$ cat src/rtl/dai_pkg.sv
package dai_pkg;
   typedef enum logic [1:0] {
      RES_OK      = 2'd0,
      RES_BUSY    = 2'd1,
      RES_ATTN_TO = 2'd2,
      RES_CMD_TO  = 2'd3
   } dai_res_e;

   typedef enum logic [1:0] {
      RA_CTRL = 2'd0,
      RA_STAT = 2'd1,
      RA_ATTN = 2'd2,
      RA_CMD  = 2'd3
   } dai_reg_e;

   typedef enum logic [3:0] {
      S_IDLE, S_CHECK, S_MASK, S_WAITB, S_ATTN,
      S_ENA, S_WAITF, S_WORD, S_COMPL
   } dai_state_e;

   localparam int ST_W    = 8;
   localparam int ST_INTR = 0;
   localparam int ST_FULL = 1;
   localparam int ST_BUSY = 2;
   localparam int ST_PROG = 3;

   localparam int TYPE_W = 2;
   localparam logic [TYPE_W-1:0] TYPE_SHORT = 2'b00;
   localparam logic [TYPE_W-1:0] TYPE_LONG  = 2'b01;

   localparam int CTRL_MASKED_VAL = 0;
   localparam int CTRL_IRQ_ON_VAL = 1;
endpackage

$ cat src/rtl/dai_cmd_words.sv
module dai_cmd_words
   import dai_pkg::*;
#(
   parameter int WORD_W      = 16,
   parameter int CODE_W      = 5,
   parameter int DEV_W       = 3,
   parameter int OPT_W       = 6,
   parameter int MAX_WORDS   = 4,
   parameter int SHORT_WORDS = 2
) (
   input  logic [CODE_W-1:0]                  code,
   input  logic [DEV_W-1:0]                   dev,
   input  logic [OPT_W-1:0]                   opts,
   input  logic                               long_fmt,
   input  logic [(MAX_WORDS-1)*WORD_W-1:0]    args,
   output logic [MAX_WORDS-1:0][WORD_W-1:0]   words,
   output logic [$clog2(MAX_WORDS+1)-1:0]     nwords
);
   localparam int NW_W = $clog2(MAX_WORDS+1);

   if (WORD_W != TYPE_W + OPT_W + DEV_W + CODE_W) begin : g_bad_layout
      $error("dai_cmd_words: word 0 fields do not fill WORD_W");
   end
   if (SHORT_WORDS < 1 || SHORT_WORDS > MAX_WORDS) begin : g_bad_short
      $error("dai_cmd_words: SHORT_WORDS out of range");
   end

   assign words[0] = {(long_fmt ? TYPE_LONG : TYPE_SHORT), opts, dev, code};

   for (genvar i = 1; i < MAX_WORDS; i++) begin : g_arg
      assign words[i] = args[(i-1)*WORD_W +: WORD_W];
   end

   assign nwords = long_fmt ? NW_W'(MAX_WORDS) : NW_W'(SHORT_WORDS);
endmodule

$ cat src/rtl/dai_limit_timer.sv
module dai_limit_timer #(
   parameter int unsigned LIMIT    = 16,
   parameter int unsigned PRESCALE = 1
) (
   input  logic clk,
   input  logic rst_n,
   input  logic clr,
   input  logic en,
   output logic hit
);
   localparam int UW = (LIMIT > 1) ? $clog2(LIMIT) : 1;
   localparam int PW = (PRESCALE > 1) ? $clog2(PRESCALE) : 1;

   if (LIMIT < 1 || PRESCALE < 1) begin : g_bad_cfg
      $error("dai_limit_timer: LIMIT and PRESCALE must be at least 1");
   end

   if (PRESCALE == 1) begin : g_flat
      logic [UW-1:0] cnt;
      assign hit = en && (cnt == UW'(LIMIT-1));
      always_ff @(posedge clk) begin
         if (!rst_n || clr) cnt <= '0;
         else if (en && !hit) cnt <= cnt + 1'b1;
      end
   end else begin : g_scaled
      logic [PW-1:0] pre;
      logic [UW-1:0] unit;
      logic          tick;
      assign tick = en && (pre == PW'(PRESCALE-1));
      assign hit  = tick && (unit == UW'(LIMIT-1));
      always_ff @(posedge clk) begin
         if (!rst_n || clr) begin
            pre  <= '0;
            unit <= '0;
         end else if (en) begin
            if (tick) begin
               pre <= '0;
               if (!hit) unit <= unit + 1'b1;
            end else begin
               pre <= pre + 1'b1;
            end
         end
      end
   end
endmodule

$ cat src/rtl/dai_seq.sv
module dai_seq
   import dai_pkg::*;
#(
   parameter int WORD_W    = 16,
   parameter int CODE_W    = 5,
   parameter int DEV_W     = 3,
   parameter int MAX_WORDS = 4
) (
   input  logic                              clk,
   input  logic                              rst_n,
   input  logic                              req_valid,
   output logic                              req_ready,
   input  logic [CODE_W-1:0]                 req_attn,
   input  logic [DEV_W-1:0]                  req_dev,
   input  logic                              req_is_cmd,
   input  logic                              req_rst_ack,
   input  logic [MAX_WORDS-1:0][WORD_W-1:0]  words,
   input  logic [$clog2(MAX_WORDS+1)-1:0]    nwords,
   input  logic [ST_W-1:0]                   att_status,
   input  logic                              attn_hit,
   input  logic                              full_hit,
   input  logic                              cmp_hit,
   output logic                              attn_en,
   output logic                              attn_clr,
   output logic                              full_en,
   output logic                              full_clr,
   output logic                              cmp_en,
   output logic                              cmp_clr,
   output logic                              done,
   output dai_res_e                          result,
   output logic                              bus_wr,
   output dai_reg_e                          bus_addr,
   output logic [WORD_W-1:0]                 bus_wdata
);
   localparam int IW = $clog2(MAX_WORDS+1);
   localparam int SW = $clog2(MAX_WORDS);
   localparam int AW = CODE_W + DEV_W;

   if (MAX_WORDS < 2) begin : g_bad_words
      $error("dai_seq: MAX_WORDS must be at least 2");
   end
   if (AW > WORD_W) begin : g_bad_attn
      $error("dai_seq: attention byte wider than a word");
   end

   dai_state_e                      state, nxt;
   logic [MAX_WORDS-1:0][WORD_W-1:0] words_q;
   logic [IW-1:0]                   nw_q, idx_q;
   logic [AW-1:0]                   attn_q;
   logic                            is_cmd_q, skip_q;
   logic                            done_q;
   dai_res_e                        res_q;
   logic                            fin;
   dai_res_e                        fin_res;

   logic st_busy, st_full, st_prog, st_intr;
   assign st_busy = att_status[ST_BUSY];
   assign st_full = att_status[ST_FULL];
   assign st_prog = att_status[ST_PROG];
   assign st_intr = att_status[ST_INTR];

   assign req_ready = (state == S_IDLE);
   assign done      = done_q;
   assign result    = res_q;

   always_comb begin
      nxt     = state;
      fin     = 1'b0;
      fin_res = RES_OK;
      case (state)
         S_IDLE:  if (req_valid) nxt = S_CHECK;
         S_CHECK: begin
            if (is_cmd_q && st_busy) begin
               fin     = 1'b1;
               fin_res = RES_BUSY;
            end else begin
               nxt = S_MASK;
            end
         end
         S_MASK:  nxt = skip_q ? S_ATTN : S_WAITB;
         S_WAITB: begin
            if (!st_busy) nxt = S_ATTN;
            else if (attn_hit) begin
               fin     = 1'b1;
               fin_res = RES_ATTN_TO;
            end
         end
         S_ATTN:  nxt = S_ENA;
         S_ENA: begin
            if (is_cmd_q) nxt = S_WAITF;
            else          fin = 1'b1;
         end
         S_WAITF: begin
            if (!st_full) nxt = (idx_q == nw_q) ? S_COMPL : S_WORD;
            else if (full_hit) begin
               fin     = 1'b1;
               fin_res = RES_CMD_TO;
            end
         end
         S_WORD:  nxt = S_WAITF;
         S_COMPL: begin
            if (!st_prog || st_intr) fin = 1'b1;
            else if (cmp_hit) begin
               fin     = 1'b1;
               fin_res = RES_CMD_TO;
            end
         end
         default: nxt = S_IDLE;
      endcase
      if (fin) nxt = S_IDLE;
   end

   always_ff @(posedge clk) begin
      if (!rst_n) begin
         state    <= S_IDLE;
         done_q   <= 1'b0;
         res_q    <= RES_OK;
         idx_q    <= '0;
         nw_q     <= '0;
         words_q  <= '0;
         attn_q   <= '0;
         is_cmd_q <= 1'b0;
         skip_q   <= 1'b0;
      end else begin
         state  <= nxt;
         done_q <= fin;
         if (fin) res_q <= fin_res;
         if (state == S_IDLE && req_valid) begin
            words_q  <= words;
            nw_q     <= nwords;
            attn_q   <= {req_dev, req_attn};
            is_cmd_q <= req_is_cmd;
            skip_q   <= req_rst_ack;
         end
         if (state == S_ENA)  idx_q <= '0;
         if (state == S_WORD) idx_q <= idx_q + 1'b1;
      end
   end

   always_comb begin
      bus_wr    = 1'b0;
      bus_addr  = RA_STAT;
      bus_wdata = '0;
      case (state)
         S_MASK: begin
            bus_wr    = 1'b1;
            bus_addr  = RA_CTRL;
            bus_wdata = WORD_W'(CTRL_MASKED_VAL);
         end
         S_ATTN: begin
            bus_wr    = 1'b1;
            bus_addr  = RA_ATTN;
            bus_wdata = WORD_W'(attn_q);
         end
         S_ENA: begin
            bus_wr    = 1'b1;
            bus_addr  = RA_CTRL;
            bus_wdata = WORD_W'(CTRL_IRQ_ON_VAL);
         end
         S_WORD: begin
            bus_wr    = 1'b1;
            bus_addr  = RA_CMD;
            bus_wdata = words_q[idx_q[SW-1:0]];
         end
         default: ;
      endcase
   end

   assign attn_en  = (state == S_WAITB) && st_busy;
   assign attn_clr = (state != S_WAITB);
   assign full_en  = (state == S_WAITF) && st_full;
   assign full_clr = (state != S_WAITF);
   assign cmp_en   = (state == S_COMPL) && st_prog && !st_intr;
   assign cmp_clr  = (state != S_COMPL);


   done_pulse_chk: assert property (@(posedge clk) disable iff (!rst_n)
      done |=> !done);


   busy_reject_cause_chk: assert property (@(posedge clk) disable iff (!rst_n)
      (done && result == RES_BUSY) |-> $past(att_status[ST_BUSY]));


   attn_after_idle_chk: assert property (@(posedge clk) disable iff (!rst_n)
      (state == S_ATTN && !skip_q) |-> $past(!att_status[ST_BUSY]));


   word_into_empty_chk: assert property (@(posedge clk) disable iff (!rst_n)
      (state == S_WORD) |-> $past(!att_status[ST_FULL]));


   ok_means_finished_chk: assert property (@(posedge clk) disable iff (!rst_n)
      (done && result == RES_OK && is_cmd_q) |->
         $past(!att_status[ST_PROG] || att_status[ST_INTR]));
endmodule

$ cat src/rtl/disk_attn_issuer.sv
module disk_attn_issuer
   import dai_pkg::*;
#(
   parameter int          WORD_W      = 16,
   parameter int          CODE_W      = 5,
   parameter int          DEV_W       = 3,
   parameter int          OPT_W       = 6,
   parameter int          MAX_WORDS   = 4,
   parameter int          SHORT_WORDS = 2,
   parameter int unsigned ATTN_TRIES  = 10000,
   parameter int unsigned FULL_TRIES  = 1000,
   parameter int unsigned CMD_SECS    = 15,
   parameter int unsigned CLK_PER_SEC = 250000000
) (
   input  logic                            clk,
   input  logic                            rst_n,
   input  logic                            req_valid,
   output logic                            req_ready,
   input  logic [CODE_W-1:0]               req_attn,
   input  logic [DEV_W-1:0]                req_dev,
   input  logic                            req_is_cmd,
   input  logic                            req_rst_ack,
   input  logic                            req_long,
   input  logic [CODE_W-1:0]               req_code,
   input  logic [OPT_W-1:0]                req_opts,
   input  logic [(MAX_WORDS-1)*WORD_W-1:0] req_args,
   output logic                            done,
   output logic [1:0]                      result,
   output logic                            bus_wr,
   output logic [1:0]                      bus_addr,
   output logic [WORD_W-1:0]               bus_wdata,
   input  logic [ST_W-1:0]                 att_status
);
   if (WORD_W != TYPE_W + OPT_W + DEV_W + CODE_W) begin : g_bad_word
      $error("disk_attn_issuer: OPT_W must equal WORD_W-TYPE_W-DEV_W-CODE_W");
   end
   if (ATTN_TRIES < 1 || FULL_TRIES < 1 || CMD_SECS < 1) begin : g_bad_lim
      $error("disk_attn_issuer: all limits must be at least 1");
   end

   logic [MAX_WORDS-1:0][WORD_W-1:0] words;
   logic [$clog2(MAX_WORDS+1)-1:0]   nwords;
   logic attn_en, attn_clr, attn_hit;
   logic full_en, full_clr, full_hit;
   logic cmp_en, cmp_clr, cmp_hit;
   dai_res_e res_e;
   dai_reg_e addr_e;

   dai_cmd_words #(
      .WORD_W(WORD_W), .CODE_W(CODE_W), .DEV_W(DEV_W), .OPT_W(OPT_W),
      .MAX_WORDS(MAX_WORDS), .SHORT_WORDS(SHORT_WORDS)
   ) u_words (
      .code(req_code), .dev(req_dev), .opts(req_opts), .long_fmt(req_long),
      .args(req_args), .words(words), .nwords(nwords)
   );

   dai_limit_timer #(.LIMIT(ATTN_TRIES), .PRESCALE(1)) u_attn_tmr (
      .clk(clk), .rst_n(rst_n), .clr(attn_clr), .en(attn_en), .hit(attn_hit)
   );

   dai_limit_timer #(.LIMIT(FULL_TRIES), .PRESCALE(1)) u_full_tmr (
      .clk(clk), .rst_n(rst_n), .clr(full_clr), .en(full_en), .hit(full_hit)
   );

   dai_limit_timer #(.LIMIT(CMD_SECS), .PRESCALE(CLK_PER_SEC)) u_cmp_tmr (
      .clk(clk), .rst_n(rst_n), .clr(cmp_clr), .en(cmp_en), .hit(cmp_hit)
   );

   dai_seq #(
      .WORD_W(WORD_W), .CODE_W(CODE_W), .DEV_W(DEV_W), .MAX_WORDS(MAX_WORDS)
   ) u_seq (
      .clk(clk), .rst_n(rst_n),
      .req_valid(req_valid), .req_ready(req_ready),
      .req_attn(req_attn), .req_dev(req_dev),
      .req_is_cmd(req_is_cmd), .req_rst_ack(req_rst_ack),
      .words(words), .nwords(nwords), .att_status(att_status),
      .attn_hit(attn_hit), .full_hit(full_hit), .cmp_hit(cmp_hit),
      .attn_en(attn_en), .attn_clr(attn_clr),
      .full_en(full_en), .full_clr(full_clr),
      .cmp_en(cmp_en), .cmp_clr(cmp_clr),
      .done(done), .result(res_e),
      .bus_wr(bus_wr), .bus_addr(addr_e), .bus_wdata(bus_wdata)
   );

   assign result   = res_e;
   assign bus_addr = addr_e;
endmodule

$ cat config.mk
export PLATFORM = sky130hd
export DESIGN_NAME = disk_attn_issuer
export DESIGN_NICKNAME = d
export VERILOG_FILES = /design/src/rtl/dai_pkg.sv /design/src/rtl/dai_cmd_words.sv /design/src/rtl/dai_limit_timer.sv /design/src/rtl/dai_seq.sv /design/src/rtl/disk_attn_issuer.sv
export SDC_FILE = /design/constraint.sdc
export NUM_CORES = 1
export LEC_CHECK = 0
export ABC_AREA = 1
export BUFFER_PORTS_ARGS = -buffer_cell sky130_fd_sc_hd__clkbuf_2
export CAP_MARGIN = 20
export CORE_MARGIN = 4
export CORE_UTILIZATION = 35
export CTS_CLUSTER_DIAMETER = 30
export DETAILED_ROUTE_END_ITERATION = 8
export PLACE_DENSITY = 0.6
export SETUP_SLACK_MARGIN = 0.15
export SYNTH_ARGS = -nofsm -noshare
export SYNTH_HDL_FRONTEND = slang
export SYNTH_SLANG_ARGS = --single-unit
$ cat constraint.sdc
create_clock -name clk -period 2.45 [get_ports clk]
set_clock_uncertainty 0.1 [all_clocks]
set_input_delay 0.3675 -clock clk [delete_from_list [all_inputs] [get_ports clk]]
set_output_delay 0.3675 -clock clk [all_outputs]
set_load 0.1 [all_outputs]
=== Word level (Yosys, flattened, before mapping) ===
Index checks and enable logic that the tools add are counted.

* Bits in registers: 143
* Output and inout bits: 23

* Add/sub/neg operators: 5
* Magnitude comparators: 1
* Eq/ne operators: 21
* Multiplexer cells: 35
* Bitwise gates (word level): 3
* Reductions and logical operators: 28

{| class="wikitable"
|+ Operators by type and width
! kind !! number
|-
| one-hot mux 16 bit (3 select lines) || 1
|-
| one-hot mux 4 bit (9 select lines) || 1
|-
| binary-select mux 16 bit (select 2 bit) || 1
|-
| adder 28 x 1 -> 28 bit (second input constant) || 1
|-
| == test 28 bit (second input constant) || 1
|-
| two-way mux 28 bit || 1
|-
| two-way mux 4 bit || 6
|-
| == test 4 x 3 -> 1 bit (second input constant) || 4
|-
| two-way mux 16 bit || 1
|-
| adder 14 x 1 -> 14 bit (second input constant) || 1
|-
| == test 14 bit (second input constant) || 1
|-
| logical AND 1 bit || 12
|-
| two-way mux 2 bit || 6
|-
| two-way mux 3 bit || 4
|-
| two-way mux 1 bit || 11
|-
| adder 10 x 1 -> 10 bit (second input constant) || 1
|-
| == test 10 bit (second input constant) || 1
|-
| == test 4 x 2 -> 1 bit (second input constant) || 2
|-
| == test 4 bit (second input constant) || 2
|-
| != test 2 bit (second input constant) || 4
|-
| one-hot mux 2 bit (4 select lines) || 1
|-
| one-hot mux 2 bit (3 select lines) || 1
|-
| AND reduction 6 bit || 1
|-
| logical NOT 1 bit || 5
|-
| other kinds (17) || 23
|}

=== Logic depth before layout (Yosys ltp) ===
* Depth in word-level cells: 9
* Depth in mapped cells: 12

=== Hierarchy ===
A second synthesis with hierarchy kept.

* Cells, all modules: 1147
* Area total of the unflattened synthesis: 7746.2 sq um

{| class="wikitable"
|+ Modules (own cells, without submodules)
! module !! times used !! cells each !! area each (sq um)
|-
| dai_seq || 1 || 562 || 3936.3
|-
| dai_limit_timer at u_cmp_tmr || 1 || 302 || 1911.8
|-
| dai_limit_timer at u_attn_tmr || 1 || 124 || 803.3
|-
| dai_limit_timer at u_full_tmr || 1 || 91 || 591.8
|-
| dai_cmd_words || 1 || 68 || 503.0
|}

=== Least setup slack after synthesis ===
Ideal clock, no wire load.

* Path type: flip-flop to output port
* Start point: register u_seq.state[0]
* End point: output port bus_wdata[0]
* Arrival: 2.930 ns
* Required time: 1.982 ns
* Slack: -0.947 ns
* Stages on the path, launching flop included: 6
* Path buffers: 0
* Cells stage by stage: dfxtp_1 -> nor2_4 -> inv_1 -> nor2_1 -> inv_1 -> o21ai_0

* Word-level cells in the longest chain between the ends: 2

{| class="wikitable"
|+ Ends and longest elaborated chain
! what !! line !! RTL
|-
| start, declared || dai_seq.sv:46 || <nowiki>dai_state_e state, nxt;</nowiki>
|-
| start signal, assigned || dai_seq.sv:125 || <nowiki>state <= nxt;</nowiki>
|-
| == test 4 x 3 -> 1 bit || dai_seq.sv:144 || <nowiki>case (state)</nowiki>
|-
| one-hot mux 16 bit (3 select lines) (*) || dai_seq.sv:144 ||
|-
| end, declared || disk_attn_issuer.sv:31 || <nowiki>output logic [WORD_W-1:0] bus_wdata,</nowiki>
|}

Every way passes the cells marked *; elsewhere a longest branch is shown, timed or not.

=== Worst setup path in the final report ===
* Start point: register u_seq.idx_q[0]
* End point: output port bus_wdata[4]

* Word-level cells in the longest chain between the ends: 3

{| class="wikitable"
|+ Ends and longest elaborated chain
! what !! line !! RTL
|-
| start, declared || dai_seq.sv:48 || <nowiki>logic [IW-1:0] nw_q, idx_q;</nowiki>
|-
| start signal, assigned || dai_seq.sv:136 || <nowiki>if (state == S_WORD) idx_q <= idx_q + 1'b1;</nowiki>
|-
| binary-select mux 16 bit (select 2 bit) || dai_seq.sv:163 || <nowiki>bus_wdata = words_q[idx_q[SW-1:0]];</nowiki>
|-
| two-way mux 16 bit (not written as such) || dai_seq.sv:163 ||
|-
| one-hot mux 16 bit (3 select lines) || dai_seq.sv:144 ||
|}

No other way between the ends. The select of a mux whose other input is x is not followed.

==> parameters.txt <==
Parameter                              Value

Cells and area
  Final Core Density ... 0.453
  Layout cell share with drive strength beyond 1 ... 0.204
  Final instance area ... 8880 µm²
  Leading cell types in the layout, fill and taps excluded ... sky130_fd_sc_hd__nand2_1, sky130_fd_sc_hd__a21oi_1, sky130_fd_sc_hd__dfxtp_1
  Area delta synth->final ... 26.2%
  Nets ... 1199
  Post-route insts no fill ... 1390
  Fill cells ... 1991
  Diode count ... 0
  Most common cell after layout, fill and taps aside ... sky130_fd_sc_hd__nand2_1

Setup path
  Critical register-to-register path startpoint ... u_cmp_tmr.g_scaled.pre[1]
  Gate family responsible for the most delay along the worst path ... buffers and inverters
  Kind of end point of the critical path ... output port
  Startpoint type of the worst setup path ... flip-flop
  Setup slack on the worst flop-to-flop path ... 520 ps
  Worst Path Required ... 1980 ps
  Critical Setup Path Class ... reg2out
  R2R cell count ... 10
  Count of cell instances traversed by the critical path ... 8
  Worst Path Arrival ... 1760 ps
  Critical path buffers and inverters ... 3
  Delay contributed by the slowest stage of the critical path ... 380 ps
  Biggest fanout along the worst timing path ... 20
  Crit-path cells ... buf_12, a21oi_1, o21ai_1, buf_4, nand2_1, nand2_1, o21ai_2, buf_12
  Reg-to-Reg End ... u_cmp_tmr.g_scaled.unit[2]
  Slowest cell on the critical path ... sky130_fd_sc_hd__dfxtp_4
  Source of the critical timing path ... u_seq.idx_q[0]

Status
  Run status ... complete, no violations

STA
  Achievable clock frequency ... 449 MHz
  Relative slew margins ... 0.635
  Fin worst setup slack ... 222 ps
  Period minus WS final ... 2230 ps
  Tcrit/Tclk final ... 0.909
  Final number of hold-violating endpoints ... 0
  Final setup viols ... 0
  RSZ-0062 raised after global routing ... yes
  Transition time at the pin with the least slew margin ... 549 ps
  Total count of max-transition violations in the final report ... 0

Placed design
  Detailed-placement wirelength estimate ... 13700 µm
  Number of cells in the design after placement ... 1357
  Pre-CTS setup slack ... 331 ps
  Number of input and output port buffers inserted ... 99
  Final weighted congestion in routability-driven placement ... 0.879
  Cell area after placement ... 8180 µm²

Global route
  Number of global-route vias before repair ... 6422
  Number of antenna violations at the first check in global routing ... 0
  Global-route usage over all layers ... 0.171
  Global-route wire length before repair ... 30900 µm
  Largest net degree at the start of global routing ... 82
  Remaining global-route overflow ... 0

CTS
  Post-CTS setup buffers ... 0
  Insertion delay of the later-clocked pin in the worst-skew pair ... 420 ps
  Clock-pin transition on the worst setup and hold timing paths ... 60 ps
  Worst-case clock buffer depth ... 2
  H-tree levels ... 4
  Num CTS Buffers ... 17
  TritonCTS clock tree ... built
  Buffer type at the clock tree root ... sky130_fd_sc_hd__clkbuf_16
  CTS Sinks ... 137

Pwr
  Static leakage power ... 3.39 nW
  Relative contribution of combinational cells to total power ... 0.249
  Fraction of power spent switching nets ... 0.356
  Internal power summed over all cells ... 4.42 mW
  Fraction of power consumed by the clock network ... 0.355
  Power density cells ... 772 nW/µm²
  Total power consumption of the routed design ... 6.86 mW
  Sequential share of power ... 0.396
  Maximum ir drop on the vdd rail ... 0.447 mV
  Net load switching power ... 2.44 mW

Die
  Initial standard-cell utilization of the core ... 0.359
  Vert. Die Dim ... 150 µm
  Core box area ... 19600 µm²
  I/O pin total ... 104
  Number of core rows ... 51
  Die Span X ... 150 µm
  Total Die Area ... 22400 µm²

Routing
  Total DRC errors in the routed layout ... 0
  Initial detailed-routing violation count ... 414
  Iteration count of the initial detailed-routing pass ... 6
  Vias per std cell ... 4.82
  Detailed Route WL ... 18700 µm
  Number of antenna-violating nets in the routed design ... 0
  Drt wl/cell ... 13.5 µm
  Vias after detailed routing ... 6704

Synth
  Net count after synthesis ... 1104
  Distinct cell type count of the synthesized netlist ... 43
  Synth area leader ... sky130_fd_sc_hd__dfxtp_1
  Post-synth EDFFs ... 0
  Synth warn ... 0
  Area contributors post-synth ... sky130_fd_sc_hd__dfxtp_1, sky130_fd_sc_hd__nand2_1, sky130_fd_sc_hd__a21oi_1
  Area share of the largest cell type after synthesis ... 0.390
  Post-synthesis area per instance ... 6.92 µm²
  Instance count of the mapped netlist ... 1017
  Register area share after synthesis ... 0.390
  Synth Register Bits ... 137
  Prevailing post-synth register cell ... sky130_fd_sc_hd__dfxtp_1
  Post-synth design cell area ... 7040 µm²
  Proportion of synthesized flip-flops having asynchronous set or reset ... 0

Worst hold path
  Worst Hold Path Cells ... 2
  Start point of the worst min-delay path ... req_long
  Min-Delay Path Class ... in2reg
  Capture endpoint of the worst hold path ... u_seq.nw_q[1]

Job
  Max-capacitance violation count ... 0
[metrics by stage]
stage,setup TNS [ps],hold WS [ps]
after detailed placement,0,343
after global placement,0,336
after floorplan,-1710,325
final,0,35.7
after CTS,0,20.5
after global routing,0,29.0
[power groups by stage]
stage,clock [mW],sequential [mW],combinational [mW]
2_1_floorplan,0,2.73,1.25
3_3_place_gp,0,2.75,1.66
3_5_place_dp,0,2.76,1.67
4_1_cts,2.49,2.71,1.69
5_1_grt,2.60,2.75,1.88
6_report,2.44,2.71,1.71
[how the worst max path moves through the flow]
stage | end | slack [ps]
global route | bus_wdata[15] | 110
finish | bus_wdata[4] | 220
global placement | bus_wdata[10] | 330
detailed placement | bus_wdata[10] | 330
CTS | bus_wdata[5] | 110
floorplan | bus_wdata[0] | -210
[state kept, by name, summed over array words and instances (netlist names)]
signal / flops
u_seq.idx_q: 3
u_seq.is_cmd_q: 1
u_seq.result: 2
u_full_tmr.g_flat.cnt: 10
u_seq.state: 4
u_cmp_tmr.g_scaled.pre: 28
u_seq.attn_q: 7
u_seq.words_q: 60
u_seq.done: 1
u_attn_tmr.g_flat.cnt: 14
u_seq.nw_q: 2
u_seq.skip_q: 1
u_cmp_tmr.g_scaled.unit: 4
[cell type report]
cell class	instances	area [µm²]	share of cell area
multi-input cells	707	3770	0.425
flip-flops and latches	137	2750	0.310
repair buffers	115	951	0.107
inverters	134	522	0.0587
clock buffers	17	425	0.0479
well taps	265	332	0.0373
clock inverters	15	129	0.0145
[repair_timing]
item	4_1_cts	5_1_grt
cloned	0	1
hold buffers	0	0
gates resized for setup	20	29
hold endpoints to repair	0	0
setup endpoints to repair	19	17
pin swaps	0	1
[Yosys cell counts, types with 9 or more instances]
cell type and count:
sky130_fd_sc_hd__nor2_4 10, sky130_fd_sc_hd__o21ai_0 92, sky130_fd_sc_hd__xor2_1 11, sky130_fd_sc_hd__nand3_1 42, sky130_fd_sc_hd__dfxtp_1 137, sky130_fd_sc_hd__nand2_1 211, sky130_fd_sc_hd__clkbuf_1 19, sky130_fd_sc_hd__nand4_1 22
sky130_fd_sc_hd__nand2_2 9, sky130_fd_sc_hd__a21oi_1 155, sky130_fd_sc_hd__inv_1 121, sky130_fd_sc_hd__nor3_1 20, sky130_fd_sc_hd__nor2_1 78, sky130_fd_sc_hd__buf_2 12
[logic make-up (layout without fill, tap and decap cells)]
family,Yosys count,after routing,synth area share
AO/OA/AOI/OAI,264,264,0.194
AND/OR/NAND/NOR,420,420,0.284
XOR/XNOR,17,17,0.0212
adder cells (fa/ha/maj),6,6,0.0107
buffers and inverters,173,281,0.100
flip-flops,137,137,0.390
[per-layer routing]
| metal | vias to the layer above | part of all wire | GRT usage |
|---|---|---|---|
| met1 | 3015 | 0.47 | 0.224 |
| met5 | - | 0 | 0 |
| met2 | 146 | 0.46 | 0.278 |
| met4 | 0 | 0.018 | 0.0526 |
| li1 | 3525 | - | - |
| met3 | 18 | 0.050 | 0.0427 |
Power figures use the tool's default switching activity.
